[src/rtl/emi_pkg.sv]
package emi_pkg;
  typedef enum logic [1:0] {
    ST_IDLE   = 2'd0,
    ST_STROBE = 2'd1,
    ST_RESP   = 2'd2,
    ST_GAP    = 2'd3
  } emi_state_e;

  localparam logic [3:0] REGION_TAG = 4'h1;
  localparam int SLOT_W = 4;
  localparam int WIN_W  = 24;
  localparam int DIV_W  = 3;
  localparam int DIV_LO = 2;
  localparam int DIV_HI = 6;
endpackage

[src/rtl/emi_clk_div.sv]
module emi_clk_div #(
  parameter int DIV_W  = 3,
  parameter int DIV_LO = 2,
  parameter int DIV_HI = 6
) (
  input  logic             clk,
  input  logic             rst_n,
  input  logic [DIV_W-1:0] div_sel,
  input  logic             restart,
  output logic             tick
);
  logic [DIV_W-1:0] eff;
  logic [DIV_W-1:0] cnt;

  always_comb begin
    if (div_sel < DIV_W'(DIV_LO))      eff = DIV_W'(DIV_LO);
    else if (div_sel > DIV_W'(DIV_HI)) eff = DIV_W'(DIV_HI);
    else                               eff = div_sel;
  end

  assign tick = (cnt >= (eff - 1'b1));

  always_ff @(posedge clk or negedge rst_n) begin
    if (!rst_n)               cnt <= '0;
    else if (restart || tick) cnt <= '0;
    else                      cnt <= cnt + 1'b1;
  end

  // the phase counter never runs past the largest legal period
  p_cnt_bound_r4: assert property (@(posedge clk) disable iff (!rst_n)
    cnt < DIV_W'(DIV_HI));
  // with a period of at least two cycles, ticks never land back to back
  p_tick_spacing_r4: assert property (@(posedge clk) disable iff (!rst_n)
    tick |=> !tick);
endmodule

[src/rtl/emi_cs_decode.sv]
module emi_cs_decode #(
  parameter int NUM_CS = 4,
  parameter int IDX_W  = 2
) (
  input  logic [31:0]                        addr,
  input  logic [NUM_CS-1:0]                  enable,
  input  logic [NUM_CS*emi_pkg::SLOT_W-1:0]  slot,
  output logic                               hit,
  output logic [IDX_W-1:0]                   idx,
  output logic [NUM_CS-1:0]                  sel
);
  localparam int SW = emi_pkg::SLOT_W;

  logic              in_region;
  logic [NUM_CS-1:0] match;

  assign in_region = (addr[31:28] == emi_pkg::REGION_TAG);

  for (genvar g = 0; g < NUM_CS; g++) begin : g_win
    assign match[g] = in_region && enable[g] && (addr[27:24] == slot[g*SW +: SW]);
  end

  // lowest index wins: scan downward so the last match written is the lowest
  always_comb begin
    hit = 1'b0;
    idx = '0;
    sel = '0;
    for (int i = NUM_CS - 1; i >= 0; i--) begin
      if (match[i]) begin
        hit = 1'b1;
        idx = IDX_W'(i);
        sel = NUM_CS'(1) << i;
      end
    end
  end
endmodule

[src/rtl/emi_wait_sync.sv]
module emi_wait_sync #(
  parameter int NUM_WAIT = 4
) (
  input  logic                clk,
  input  logic                rst_n,
  input  logic [NUM_WAIT-1:0] pin_n,
  output logic [NUM_WAIT-1:0] sync_n
);
  for (genvar g = 0; g < NUM_WAIT; g++) begin : g_pin
    logic stage1;
    always_ff @(posedge clk or negedge rst_n) begin
      if (!rst_n) begin
        stage1    <= 1'b1;
        sync_n[g] <= 1'b1;
      end else begin
        stage1    <= pin_n[g];
        sync_n[g] <= stage1;
      end
    end
  end
endmodule

[src/rtl/emi_wait_ctrl.sv]
module emi_wait_ctrl #(
  parameter int NUM_CS   = 4,
  parameter int NUM_WAIT = 4,
  parameter int DATA_W   = 32,
  parameter int CNT_W    = 4,
  localparam int PIN_W   = (NUM_WAIT > 1) ? $clog2(NUM_WAIT) : 1,
  localparam int IDX_W   = (NUM_CS > 1) ? $clog2(NUM_CS) : 1,
  localparam int SW      = emi_pkg::SLOT_W,
  localparam int WIN_W   = emi_pkg::WIN_W,
  localparam int DIV_W   = emi_pkg::DIV_W
) (
  input  logic                    clk,
  input  logic                    rst_n,
  input  logic [DIV_W-1:0]        clk_div_sel,
  input  logic [NUM_CS-1:0]       cs_enable,
  input  logic [NUM_CS*SW-1:0]    cs_slot,
  input  logic [NUM_CS*CNT_W-1:0] cs_data_wait,
  input  logic [NUM_CS*CNT_W-1:0] cs_wrec_wait,
  input  logic [NUM_CS*CNT_W-1:0] cs_idle_wait,
  input  logic [NUM_CS-1:0]       cs_pin_use,
  input  logic [NUM_CS*PIN_W-1:0] cs_pin_sel,
  input  logic                    req_valid,
  output logic                    req_ready,
  input  logic [31:0]             req_addr,
  input  logic                    req_write,
  input  logic [DATA_W-1:0]       req_wdata,
  output logic                    rsp_valid,
  input  logic                    rsp_ready,
  output logic [DATA_W-1:0]       rsp_rdata,
  output logic                    rsp_err,
  output logic [NUM_CS-1:0]       mem_cs_n,
  output logic                    mem_rd_n,
  output logic                    mem_wr_n,
  output logic [WIN_W-1:0]        mem_addr,
  output logic [DATA_W-1:0]       mem_wdata,
  output logic                    mem_wdata_oe,
  input  logic [DATA_W-1:0]       mem_rdata,
  input  logic [NUM_WAIT-1:0]     ext_wait_n
);
  import emi_pkg::*;

  localparam int GAP_W = CNT_W + 1;

  emi_state_e        state;
  logic              tick;
  logic              restart;
  logic              dec_hit;
  logic [IDX_W-1:0]  dec_idx;
  logic [NUM_CS-1:0] dec_sel;
  logic [NUM_WAIT-1:0] wait_sync_n;

  logic [NUM_CS-1:0] sel_q;
  logic [WIN_W-1:0]  addr_q;
  logic              write_q;
  logic [DATA_W-1:0] wdata_q;
  logic [DATA_W-1:0] rdata_q;
  logic              err_q;
  logic [CNT_W-1:0]  dwait_q;
  logic [CNT_W-1:0]  ph_cnt;
  logic [GAP_W-1:0]  gap_q;
  logic [GAP_W-1:0]  gap_cnt;
  logic              use_q;
  logic [PIN_W-1:0]  pin_q;

  logic [CNT_W-1:0]  sel_dwait;
  logic [CNT_W-1:0]  sel_idle;
  logic [CNT_W-1:0]  sel_wrec;
  logic [GAP_W-1:0]  sel_gap;
  logic              accept;
  logic              wait_hold;
  logic              dwait_done;

  emi_clk_div #(
    .DIV_W (DIV_W),
    .DIV_LO(DIV_LO),
    .DIV_HI(DIV_HI)
  ) u_div (
    .clk    (clk),
    .rst_n  (rst_n),
    .div_sel(clk_div_sel),
    .restart(restart),
    .tick   (tick)
  );

  emi_cs_decode #(
    .NUM_CS(NUM_CS),
    .IDX_W (IDX_W)
  ) u_dec (
    .addr  (req_addr),
    .enable(cs_enable),
    .slot  (cs_slot),
    .hit   (dec_hit),
    .idx   (dec_idx),
    .sel   (dec_sel)
  );

  emi_wait_sync #(
    .NUM_WAIT(NUM_WAIT)
  ) u_sync (
    .clk   (clk),
    .rst_n (rst_n),
    .pin_n (ext_wait_n),
    .sync_n(wait_sync_n)
  );

  // per-chip-select settings of the winning window
  assign sel_dwait = cs_data_wait[dec_idx*CNT_W +: CNT_W];
  assign sel_idle  = cs_idle_wait[dec_idx*CNT_W +: CNT_W];
  assign sel_wrec  = cs_wrec_wait[dec_idx*CNT_W +: CNT_W];
  assign sel_gap   = GAP_W'(sel_idle) + (req_write ? GAP_W'(sel_wrec) : GAP_W'(0));

  assign accept     = (state == ST_IDLE) && req_valid;
  assign wait_hold  = use_q && !wait_sync_n[pin_q];
  assign dwait_done = (ph_cnt >= dwait_q);
  assign restart    = (accept && dec_hit) ||
                      ((state == ST_RESP) && rsp_ready && (gap_q != '0));

  always_ff @(posedge clk or negedge rst_n) begin
    if (!rst_n) begin
      state   <= ST_IDLE;
      sel_q   <= '0;
      addr_q  <= '0;
      write_q <= 1'b0;
      wdata_q <= '0;
      rdata_q <= '0;
      err_q   <= 1'b0;
      dwait_q <= '0;
      ph_cnt  <= '0;
      gap_q   <= '0;
      gap_cnt <= '0;
      use_q   <= 1'b0;
      pin_q   <= '0;
    end else begin
      unique case (state)
        ST_IDLE: begin
          if (accept) begin
            addr_q  <= req_addr[WIN_W-1:0];
            write_q <= req_write;
            wdata_q <= req_wdata;
            ph_cnt  <= '0;
            if (dec_hit) begin
              state   <= ST_STROBE;
              sel_q   <= dec_sel;
              err_q   <= 1'b0;
              dwait_q <= sel_dwait;
              gap_q   <= sel_gap;
              use_q   <= cs_pin_use[dec_idx];
              pin_q   <= cs_pin_sel[dec_idx*PIN_W +: PIN_W];
            end else begin
              state <= ST_RESP;
              sel_q <= '0;
              err_q <= 1'b1;
              gap_q <= '0;
            end
          end
        end
        ST_STROBE: begin
          if (tick) begin
            if (!dwait_done) begin
              ph_cnt <= ph_cnt + 1'b1;
            end else if (!wait_hold) begin
              state <= ST_RESP;
              if (!write_q) rdata_q <= mem_rdata;
            end
          end
        end
        ST_RESP: begin
          if (rsp_ready) begin
            gap_cnt <= '0;
            state   <= (gap_q == '0) ? ST_IDLE : ST_GAP;
          end
        end
        ST_GAP: begin
          if (tick) begin
            if (gap_cnt == gap_q - 1'b1) state <= ST_IDLE;
            else                         gap_cnt <= gap_cnt + 1'b1;
          end
        end
        default: state <= ST_IDLE;
      endcase
    end
  end

  assign req_ready    = (state == ST_IDLE);
  assign rsp_valid    = (state == ST_RESP);
  assign rsp_rdata    = rdata_q;
  assign rsp_err      = err_q;
  assign mem_cs_n     = ~((state == ST_STROBE) ? sel_q : '0);
  assign mem_rd_n     = !((state == ST_STROBE) && !write_q);
  assign mem_wr_n     = !((state == ST_STROBE) && write_q);
  assign mem_wdata_oe = (state == ST_STROBE) && write_q;
  assign mem_addr     = addr_q;
  assign mem_wdata    = wdata_q;

  // at most one chip select is driven
  p_cs_onehot_r1: assert property (@(posedge clk) disable iff (!rst_n)
    $onehot0(~mem_cs_n));
  // read and write strobes never overlap
  p_strobe_excl_r5: assert property (@(posedge clk) disable iff (!rst_n)
    !(!mem_rd_n && !mem_wr_n));
  // a strobe only ends on a period boundary from the divider
  p_rd_end_tick_r4: assert property (@(posedge clk) disable iff (!rst_n)
    $rose(mem_rd_n) |-> $past(tick));
  p_wr_end_tick_r4: assert property (@(posedge clk) disable iff (!rst_n)
    $rose(mem_wr_n) |-> $past(tick));
  // a stalled response holds its contents
  p_rsp_hold_r10: assert property (@(posedge clk) disable iff (!rst_n)
    rsp_valid && !rsp_ready |=> rsp_valid && $stable(rsp_rdata) && $stable(rsp_err));
  // an error response follows a cycle with no strobe
  p_err_no_strobe_r3: assert property (@(posedge clk) disable iff (!rst_n)
    $rose(rsp_valid) && rsp_err |-> $past(mem_rd_n && mem_wr_n && (&mem_cs_n)));
  // port open only while the memory bus is quiet
  p_ready_quiet_r9: assert property (@(posedge clk) disable iff (!rst_n)
    req_ready |-> (&mem_cs_n) && mem_rd_n && mem_wr_n);
  // an asserted synchronized wait after the data-wait keeps the strobe low
  p_wait_stretch_r7: assert property (@(posedge clk) disable iff (!rst_n)
    (state == ST_STROBE) && tick && dwait_done && wait_hold |=> !mem_rd_n || !mem_wr_n);
endmodule

[config.mk]
export PLATFORM = sky130hd
export DESIGN_NAME = emi_wait_ctrl
export DESIGN_NICKNAME = d
export VERILOG_FILES = /design/src/rtl/emi_pkg.sv /design/src/rtl/emi_clk_div.sv /design/src/rtl/emi_cs_decode.sv /design/src/rtl/emi_wait_sync.sv /design/src/rtl/emi_wait_ctrl.sv
export SDC_FILE = /design/constraint.sdc
export NUM_CORES = 1
export LEC_CHECK = 0
export CAP_MARGIN = 25
export CORE_AREA = 2 2 144 132
export DETAILED_ROUTE_END_ITERATION = 6
export DIE_AREA = 0 0 146 134
export DONT_BUFFER_PORTS = 1
export GPL_TIMING_DRIVEN = 1
export MAX_ROUTING_LAYER = met4
export PLACE_DENSITY = 0.54
export RECOVER_POWER = 100
export SYNTH_ARGS = -nofsm -noshare
export SYNTH_HDL_FRONTEND = slang
export SYNTH_SLANG_ARGS = --single-unit
[constraint.sdc]
create_clock -name clk -period 3.4 [get_ports clk]
set_clock_uncertainty 0.1 [all_clocks]
set_input_delay 0.34 -clock clk [delete_from_list [all_inputs] [get_ports clk]]
set_output_delay 0.34 -clock clk [all_outputs]
set_load 0.01 [all_outputs]
==> results of run 1 <==
synthesized netlist by cell type (5+ instances only):
| cell | instances |
|---|---|
| a211o_1 | 5 |
| a21oi_1 | 15 |
| a221oi_1 | 5 |
| a2bb2oi_1 | 8 |
| clkbuf_1 | 10 |
| dfrtp_1 | 120 |
| dfstp_2 | 8 |
| ha_1 | 16 |
| inv_1 | 14 |
| mux2_2 | 91 |
| mux2i_1 | 20 |
| nand2_1 | 40 |
| nand3_1 | 7 |
| nor2_1 | 21 |
| o21ai_0 | 14 |
| xnor2_1 | 18 |
| xor2_1 | 7 |
where the power goes:
part           internal [mW]  switching (mW)  leakage, nW
Combinational          0.669           0.482         1.64
Sequential              2.13           0.729         1.57
Clock                   1.15           0.659        0.294
layer usage:
metal	global-route usage (%)	vias to the layer above	share of wire, %
met5	-	-	0
met4	5.448	0	1.7
met3	5.034	23	6.4
met2	27.99	163	52
met1	19.84	2163	40
li1	-	2025	-
worst max path at each step:
stage	from	end	cells after the start
after floorplan	req_addr[29]	gap_q[4]	13
after CTS	req_addr[29]	gap_q[4]	14
after global placement	req_addr[29]	gap_q[4]	14
after global routing	req_addr[29]	gap_q[3]	12
after detailed placement	req_addr[29]	gap_q[4]	14
final	req_addr[29]	gap_q[4]	13
cells by family after synthesis:
family                   Yosys count  synth area share, %
AO/OA/AOI/OAI                     87                10.36
XOR/XNOR                          25                3.508
adder cells (fa/ha/maj)           17                3.528
buffers and inverters             39                3.127
flip-flops                       128                51.48
multiplexers                     113                20.17
AND/OR/NAND/NOR                   97                7.819
flip-flops by register name (all words and copies together), names as in the netlist, 2 cells and up:
signal,count
u_sync.g_pin.stage1,4
sel_q,4
dwait_q,4
gap_cnt,5
state,2
pin_q,2
u_sync.sync_n,4
mem_wdata,32
rsp_rdata,32
gap_q,5
mem_addr,24
u_div.cnt,3
ph_cnt,4
layout make-up:
type / count / area, µm² / share of cell area [%]
Clock buffer: 18 / 429.2 / 5.335
Tap cell: 245 / 306.5 / 3.811
Clock inverter: 13 / 162.7 / 2.022
Multi-Input combinational cell: 339 / 2816 / 35.01
Inverter: 15 / 56.30 / 0.7000
Sequential cell: 128 / 3213 / 39.94
Timing Repair Buffer: 110 / 1060 / 13.17
cell usage in the layout (no fill, tap or decap), drive strengths merged, types with 9 or more instances in the layout:
master / netlist / routed
dlygate4sd3: 0 / 97
buf: 12 / 9
mux2: 92 / 92
ha: 16 / 16
a21oi: 15 / 15
clkbuf: 12 / 22
inv: 15 / 17
nor2: 22 / 22
nand2: 40 / 40
o21ai: 16 / 16
dfrtp: 120 / 120
xnor2: 18 / 18
mux2i: 20 / 20
repair_timing:
item,in CTS,in global routing
buffers inserted,0,0
hold buffers,98,0
hold endpoints to repair,224,0
per-stage QoR:
stage | power (mW) | instances | setup slack (ns) | util [%]
after floorplan | 3.595 | 506 | 0.4582 | -
after global placement | 3.857 | 739 | 0.2231 | 35.92
after detailed placement | 3.924 | 739 | 0.1915 | 35.92
after CTS | 5.895 | 868 | 0.6126 | 44.70
after global routing | 6.157 | 868 | 0.2159 | 44.41
final | 5.819 | 868 | 0.4522 | 44.41
worst reg2reg max path: stages, from the launching register on:
cell,delay [ns]
dfrtp_1,0.49
nor2_1,0.15
clkbuf_1,0.40
nand2_4,0.44
a31oi_2,0.79
nand3b_1,0.24
nor2_1,0.06
==> run_results.csv, run 1 <==
group,metric,value,unit
timing,fmax,0.3392,GHz
timing,worstMarginPinSlew,1.694,ns
die,ios,286,
synth,yosys_warnings,0,
die,num_rows,47,
detailed_routing,via_per_inst,5.039,
setup_path,cp_common_cell,"inv_1",
timing,finalCriticalPeriod,2.948,ns
detailed_routing,drc_errors,0,
synth,netlist_top_cells_area,"dfrtp_1, mux2_2, dfstp_2",
detailed_routing,ant_nets,0,
final_layout,drive_gt1_share,24.40,%
timing,min_period_over_period,86.70,%
power_and_ir_drop,ir_drop,390.0,µV
global_routing,antenna_found_initial,0,
setup_path,crit_arrival,3.16,ns
final_layout,fillers,1717,
setup_path,worstPathRequired,3.61,ns
clock_tree,h-tree-depth,4,
setup_path,cp-end-kind,"flop",
power_and_ir_drop,power.density,723.4,nW/µm²
synth,synthArstFlopShare,100.0,%
synth,ys_ff_latch,128,
setup_path,rr_endpoint,"u_div.cnt[2]",
detailed_routing,wl,15940,µm
detailed_routing,num_vias,4374,
die,die_y,134,µm
die,coreArea,18110,µm²
setup_path,worstPathMaxFanout,9,
timing,rsz0062_at_grt,"no",
timing,holdWs,0.02723,ns
power_and_ir_drop,p_leak,3.500,nW
clock_tree,cts_resized,0,
place,globalplace.congestion,0.8623,
worst_hold_path,hold_depth,3,
timing,relSlewSlack,-12.92,%
detailed_routing,wl_per_cell,18.36,µm
worst_hold_path,hp-start,"rsp_ready",
die,die_area,19560,µm²
synth,synth_flop_cell,"dfrtp_1",
clock_tree,cts_tree,"built",
timing,fin_setup_tns,0,ns
setup_path,setup.worst_path.start_class,"input port",
clock_tree,ctsRootBufferMaster,"clkbuf_16",
timing,finalSetupViolCount,0,
clock_tree,cts.path.max_buffers,2,
setup_path,crit_buf_inv,2,
clock_tree,clock_sinks,128,
setup_path,crit_slowest_cell,"nor4b_2",
die,dieWidth,146,µm
final_layout,area_growth,28.89,%
synth,synth_edf_count,0,
synth,syn_inst,506,
job,drv_cap,1,
setup_path,rr_startpoint,"state[1]",
clock_tree,path_clk_slew,0.06,ns
timing,finalMaxSlewViolations,129,
final_layout,fin_area,8044,µm²
global_routing,grt_pass1_vias,4629,
synth,synth_top_cell_area_share,48.12,%
final_layout,antenna_cells,0,
synth,synth_nets,711,
synth,avgSynthCellArea,12.33,µm²
final_layout,fin_nets,816,
clock_tree,insertion_delay,0.41,ns
synth,yosysTopAreaCell,"dfrtp_1",
global_routing,grt_max_degree,129,
worst_hold_path,hp-class,"in -> reg",
place,portBuffers,0,
synth,synthDistinctLibCells,64,
setup_path,setup.worst_path.class,"in -> reg",
place,dp_hpwl,11480,µm
place,place_area,6506,µm²
global_routing,grt_pass1_wl,25250,µm
setup_path,crit_chain,"nor4b_2, nand4_1, o22ai_1, nand3_2, a2bb2oi_1, a21boi_0, ha_1, inv_1, fa_1, inv_1, a21o_1, a21oi_1, o31ai_1",
timing,hold_viol,0,
synth,yosysSeqAreaShare,51.48,%
die,start_util,34.46,%
run_status,outcome,"finished with violations",
synth,syn-cell-area,6241,µm²
setup_path,rr_worst_depth,6,
clock_tree,numCtsBuffers,17,
detailed_routing,first_pass_iters,4,
detailed_routing,drtIter0Drc,140,
global_routing,grt_overflow,0,
global_routing,grt_use_total,16.87,%
run_status,violations,"max-capacitance violations, max-slew violations",
worst_hold_path,hold_path_end,"gap_cnt[3]",
setup_path,critPathTopFamily,"compound AO/OA/AOI/OAI gates",
setup_path,reg2reg_slack,0.61,ns
setup_path,max_stage_delay,0.43,ns
No activity file was read; power rests on OpenSTA's default activity.
==> run 2: changes to the inputs <==
PLACE_DENSITY = unset   (was 0.54)
PLACE_DENSITY_LB_ADDON = 0.15   (was unset)
==> run_results.csv, run 2 (synthesis results as in run 1) <==
group,metric,value,unit
final_layout,antenna_cells,0,
run_status,outcome,"finished with violations",
global_routing,grt_pass1_vias,4714,
setup_path,cp_common_cell,"inv_1",
global_routing,grt_overflow,0,
clock_tree,cts_resized,0,
global_routing,grt_pass1_wl,25850,µm
setup_path,crit_buf_inv,3,
power_and_ir_drop,seq_power_share,48.5,%
timing,finalMaxSlewViolations,129,
setup_path,crit_arrival,3.13,ns
place,dp_hpwl,11650,µm
clock_tree,cts_tree,"built",
clock_tree,postCtsSetupBuffers,0,
power_and_ir_drop,pwr-share-comb,19.8,%
setup_path,setup.worst_path.start_class,"input port",
clock_tree,ctsRootBufferMaster,"clkbuf_16",
final_layout,final_common_cell,"dfrtp_1",
detailed_routing,wl_per_cell,18.77,µm
clock_tree,path_clk_slew,0.06,ns
clock_tree,cts.path.max_buffers,2,
die,die_area,19560,µm²
timing,finalCriticalPeriod,2.914,ns
timing,finalSetupViolCount,0,
detailed_routing,first_pass_iters,4,
clock_tree,numCtsBuffers,17,
timing,relSlewSlack,-18.25,%
detailed_routing,via_per_inst,5.070,
timing,fmax,0.3431,GHz
die,ios,286,
run_status,violations,"max-capacitance violations, max-slew violations",
power_and_ir_drop,p_leak,3.503,nW
clock_tree,cts_hold_buf,99,
clock_tree,insertion_delay,0.41,ns
setup_path,setup.worst_path.class,"in -> reg",
detailed_routing,drtIter0Drc,246,
global_routing,grt_max_degree,129,
detailed_routing,drc_errors,0,
power_and_ir_drop,power.share.clock,31.7,%
die,die_y,134,µm
final_layout,drive_gt1_share,24.12,%
die,num_rows,47,
timing,hold_viol,0,
place,pre_cts_slack,0.1465,ns
job,drv_cap,1,
timing,rsz0062_at_grt,"no",
setup_path,worstPathRequired,3.61,ns
power_and_ir_drop,intPower,3.925,mW
setup_path,crit_slowest_cell,"a311oi_4",
timing,min_period_over_period,85.71,%
detailed_routing,num_vias,4416,
setup_path,cp-end-kind,"flop",
die,start_util,34.46,%
power_and_ir_drop,ir_drop,380.8,µV
global_routing,antenna_found_initial,0,
worst_hold_path,hp-class,"in -> reg",
clock_tree,clock_sinks,128,
power_and_ir_drop,switching_power,1.978,mW
die,dieWidth,146,µm
die,coreArea,18110,µm²
detailed_routing,ant_nets,0,
final_layout,fin_nets,818,
setup_path,worstPathMaxFanout,9,
power_and_ir_drop,switching_share,33.51,%
setup_path,crit_chain,"nor4b_4, nand4_1, a311oi_4, buf_4, mux2i_1, a2bb2oi_1, a21boi_0, ha_1, inv_1, fa_1, inv_1, a21o_1, a21oi_1, o31ai_1",
place,portBuffers,0,
final_layout,layout_common_cells,"dfrtp_1, dlygate4sd3_1, mux2_2",
detailed_routing,wl,16350,µm
setup_path,critPathTopFamily,"compound AO/OA/AOI/OAI gates",
final_layout,area_growth,29.49,%
clock_tree,h-tree-depth,4,
setup_path,max_stage_delay,0.39,ns
power_and_ir_drop,power.density,730.4,nW/µm²
final_layout,fillers,1712,
timing,layout_setup_ws,0.4858,ns
timing,fin_setup_tns,0,ns
timing,worstMarginPinSlew,1.774,ns
place,globalplace.congestion,0.8561,
global_routing,grt_use_total,17.31,%
## run 2: cell count changes in the layout (fill, tap and decap cells not counted), sizes merged
cell         delta
dlygate4sd3     +1
bufinv          -1
clkinv          -7
clkinvlp        +3
inv             +6
clkbuf          +1
## run 2: power by group through the flow
stage / combinational [mW] / clock, mW / sequential, mW
floorplan: 0.907 / 0 / 2.69
global placement: 1.01 / 0 / 2.88
detailed placement: 1.06 / 0 / 2.88
CTS: 1.19 / 1.92 / 2.86
global route: 1.30 / 2.00 / 2.93
finish: 1.17 / 1.87 / 2.86
## run 2: layout make-up
type,instances,area [µm²],area share (%)
Sequential cell,128,3213,39.76
Multi-Input combinational cell,339,2825,34.96
Timing Repair Buffer,112,1072,13.27
Clock buffer,18,439.2,5.434
Tap cell,245,306.5,3.793
Clock inverter,14,168.9,2.090
Inverter,15,56.30,0.6967
## run 2: routing by layer
metal	global-route usage, %	up-vias	part of all wire, %
met2	27.75	174	51
met4	5.394	0	0.87
met5	-	-	0
li1	-	2029	-
met3	5.034	16	7.5
met1	21.31	2197	40
## run 2: metrics by stage
| step | power (mW) | utilization, % | area [µm²] | instances | hold WS (ns) |
|---|---|---|---|---|---|
| floorplan | 3.595 | - | 6241 | 506 | -0.05559 |
| CTS | 5.976 | 44.89 | 8130 | 871 | 0.02840 |
| global placement | 3.890 | 35.96 | 6514 | 740 | -0.05264 |
| finish | 5.903 | 44.62 | 8082 | 871 | 0.05441 |
| detailed placement | 3.944 | 35.96 | 6514 | 740 | -0.05228 |
| global route | 6.235 | 44.62 | 8082 | 871 | 0.06380 |
## run 2: worst paths after layout
| kind | slack [ns] | startpoint | cells after the start | end |
|---|---|---|---|---|
| max | 0.49 | req_addr[29] | 14 | gap_q[4] |
| min | 0.05 | cs_pin_sel[0] | 2 | pin_q[0] |
| max reg2reg | 0.49 | state[1] | 5 | mem_addr[11] |
| min reg2reg | 0.26 | u_sync.g_pin[1].stage1 | 0 | u_sync.sync_n[1] |
| max in group asynchronous | 1.21 | rst_n | 2 | state[0] |
| min in group asynchronous | 0.76 | rst_n | 2 | gap_cnt[3] |
==> run 3: changes to the inputs <==
CORE_AREA = 10 10 152 140   (was 2 2 144 132)
DIE_AREA = 0 0 162 150   (was 0 0 146 134)
==> run_results.csv, run 3 (synthesis results as in run 1) <==
group,metric,value,unit
worst_hold_path,hp-class,"in -> reg",
detailed_routing,via_per_inst,5.038,
die,ios,286,
timing,worstMarginPinSlew,1.691,ns
setup_path,worstPathMaxFanout,9,
timing,min_period_over_period,84.65,%
timing,fin_setup_tns,0,ns
setup_path,setup.worst_path.class,"in -> reg",
power_and_ir_drop,p_leak,3.480,nW
timing,holdWs,0.01328,ns
global_routing,antenna_found_initial,0,
final_layout,area_growth,28.47,%
setup_path,crit_arrival,3.10,ns
clock_tree,insertion_delay,0.42,ns
global_routing,grt_pass1_vias,4847,
place,globalplace.congestion,0.8144,
clock_tree,cts.path.max_buffers,2,
run_status,outcome,"finished with violations",
die,die_area,24300,µm²
final_layout,layout_common_cells,"dfrtp_1, dlygate4sd3_1, mux2_2",
timing,finalCriticalPeriod,2.878,ns
setup_path,worstPathRequired,3.62,ns
detailed_routing,drtIter0Drc,199,
place,dp_hpwl,13930,µm
timing,finalMaxSlewViolations,129,
final_layout,fin_area,8018,µm²
place,place_inst,737,
timing,relSlewSlack,-12.71,%
die,die_y,150,µm
global_routing,grt_overflow,0,
setup_path,setup.worst_path.start_class,"input port",
final_layout,fin_cells,866,
detailed_routing,num_vias,4363,
job,drv_cap,1,
timing,rsz0062_at_grt,"no",
die,num_rows,47,
power_and_ir_drop,power.density,724.9,nW/µm²
clock_tree,postCtsSetupBuffers,0,
timing,layout_setup_ws,0.5219,ns
die,dieWidth,162,µm
timing,finalSetupViolCount,0,
timing,hold_viol,0,
die,coreArea,18110,µm²
final_layout,antenna_cells,0,
die,start_util,34.46,%
global_routing,grt_pass1_wl,28080,µm
clock_tree,cts_resized,0,
final_layout,drive_gt1_share,24.15,%
detailed_routing,wl_per_cell,21.33,µm
detailed_routing,wl,18470,µm
clock_tree,clock_sinks,128,
detailed_routing,ant_nets,0,
detailed_routing,drc_errors,0,
setup_path,cp-end-kind,"flop",
clock_tree,numCtsBuffers,17,
final_layout,post-route-util,44.27,%
clock_tree,cts_tree,"built",
final_layout,fin_nets,814,
clock_tree,path_clk_slew,0.06,ns
detailed_routing,first_pass_iters,5,
place,place_area,6491,µm²
power_and_ir_drop,ir_drop,460.3,µV
clock_tree,ctsRootBufferMaster,"clkbuf_16",
power_and_ir_drop,p_total,5.812,mW
final_layout,final_common_cell,"dfrtp_1",
timing,fmax,0.3475,GHz
global_routing,grt_use_total,15.22,%
run_status,violations,"max-capacitance violations, max-slew violations",
global_routing,grt_max_degree,129,
clock_tree,h-tree-depth,4,
place,pre_cts_slack,0.1119,ns
place,portBuffers,0,
## run 3: cell count changes in the layout (fill, tap and decap cells not counted), moves of 2 or more
cell	previous run	this run
clkinv_2	0	4
inv_6	5	2
inv_8	3	0
buf_4	9	7
clkinv_4	1	3
mux2_1	3	1
mux2_2	89	91
## run 3: final cells by class
type                       count  area (µm²)
timing repair buffer         108        1045
sequential                   128        3213
inverter                      15       56.30
multi-input combinational    339        2829
fill                        1698       10090
clock buffer                  18       429.2
clock inverter                13       138.9
tap                          245       306.5
## run 3: worst max-delay path, cell delays in order
cell	delay, ns
nor4b_4	0.40
nand4_1	0.22
o22ai_1	0.37
nand3_2	0.29
a2bb2oi_1	0.22
a21boi_0	0.17
ha_1	0.22
inv_1	0.07
fa_1	0.39
inv_1	0.07
a21o_1	0.10
a21oi_1	0.06
o31ai_1	0.18
## run 3: where the power goes
part,total [mW],internal (mW),switching [mW]
sequential,2.90,2.13,0.771
combinational,1.16,0.672,0.486
clock,1.76,1.07,0.681
total,5.81,3.87,1.94
## run 3: repair_timing
item                                   in CTS  in global routing
endpoints found under the hold margin     224                  0
setup endpoints to repair                   0                  0
hold buffers                               98                  0
## run 3: routing by layer
metal / global-route usage (%) / part of all wire, %
met3: 5.823 / 8.2
met2: 24.90 / 51
met4: 5.273 / 1.7
met1: 16.75 / 39
met5: - / 0
## run 3: final timing paths
kind | startpoint | endpoint | slack [ns] | depth (start not counted)
worst max-delay path | req_addr[29] | gap_q[4] | 0.52 | 13
worst min-delay path | rsp_ready | gap_cnt[3] | 0.01 | 3
min in group asynchronous | rst_n | rsp_rdata[4] | 0.83 | 2
max in group asynchronous | rst_n | mem_addr[23] | 1.31 | 2
worst min register to register | u_sync.g_pin[3].stage1 | u_sync.sync_n[3] | 0.25 | 0
worst max register to register | state[1] | u_div.cnt[2] | 0.59 | 6
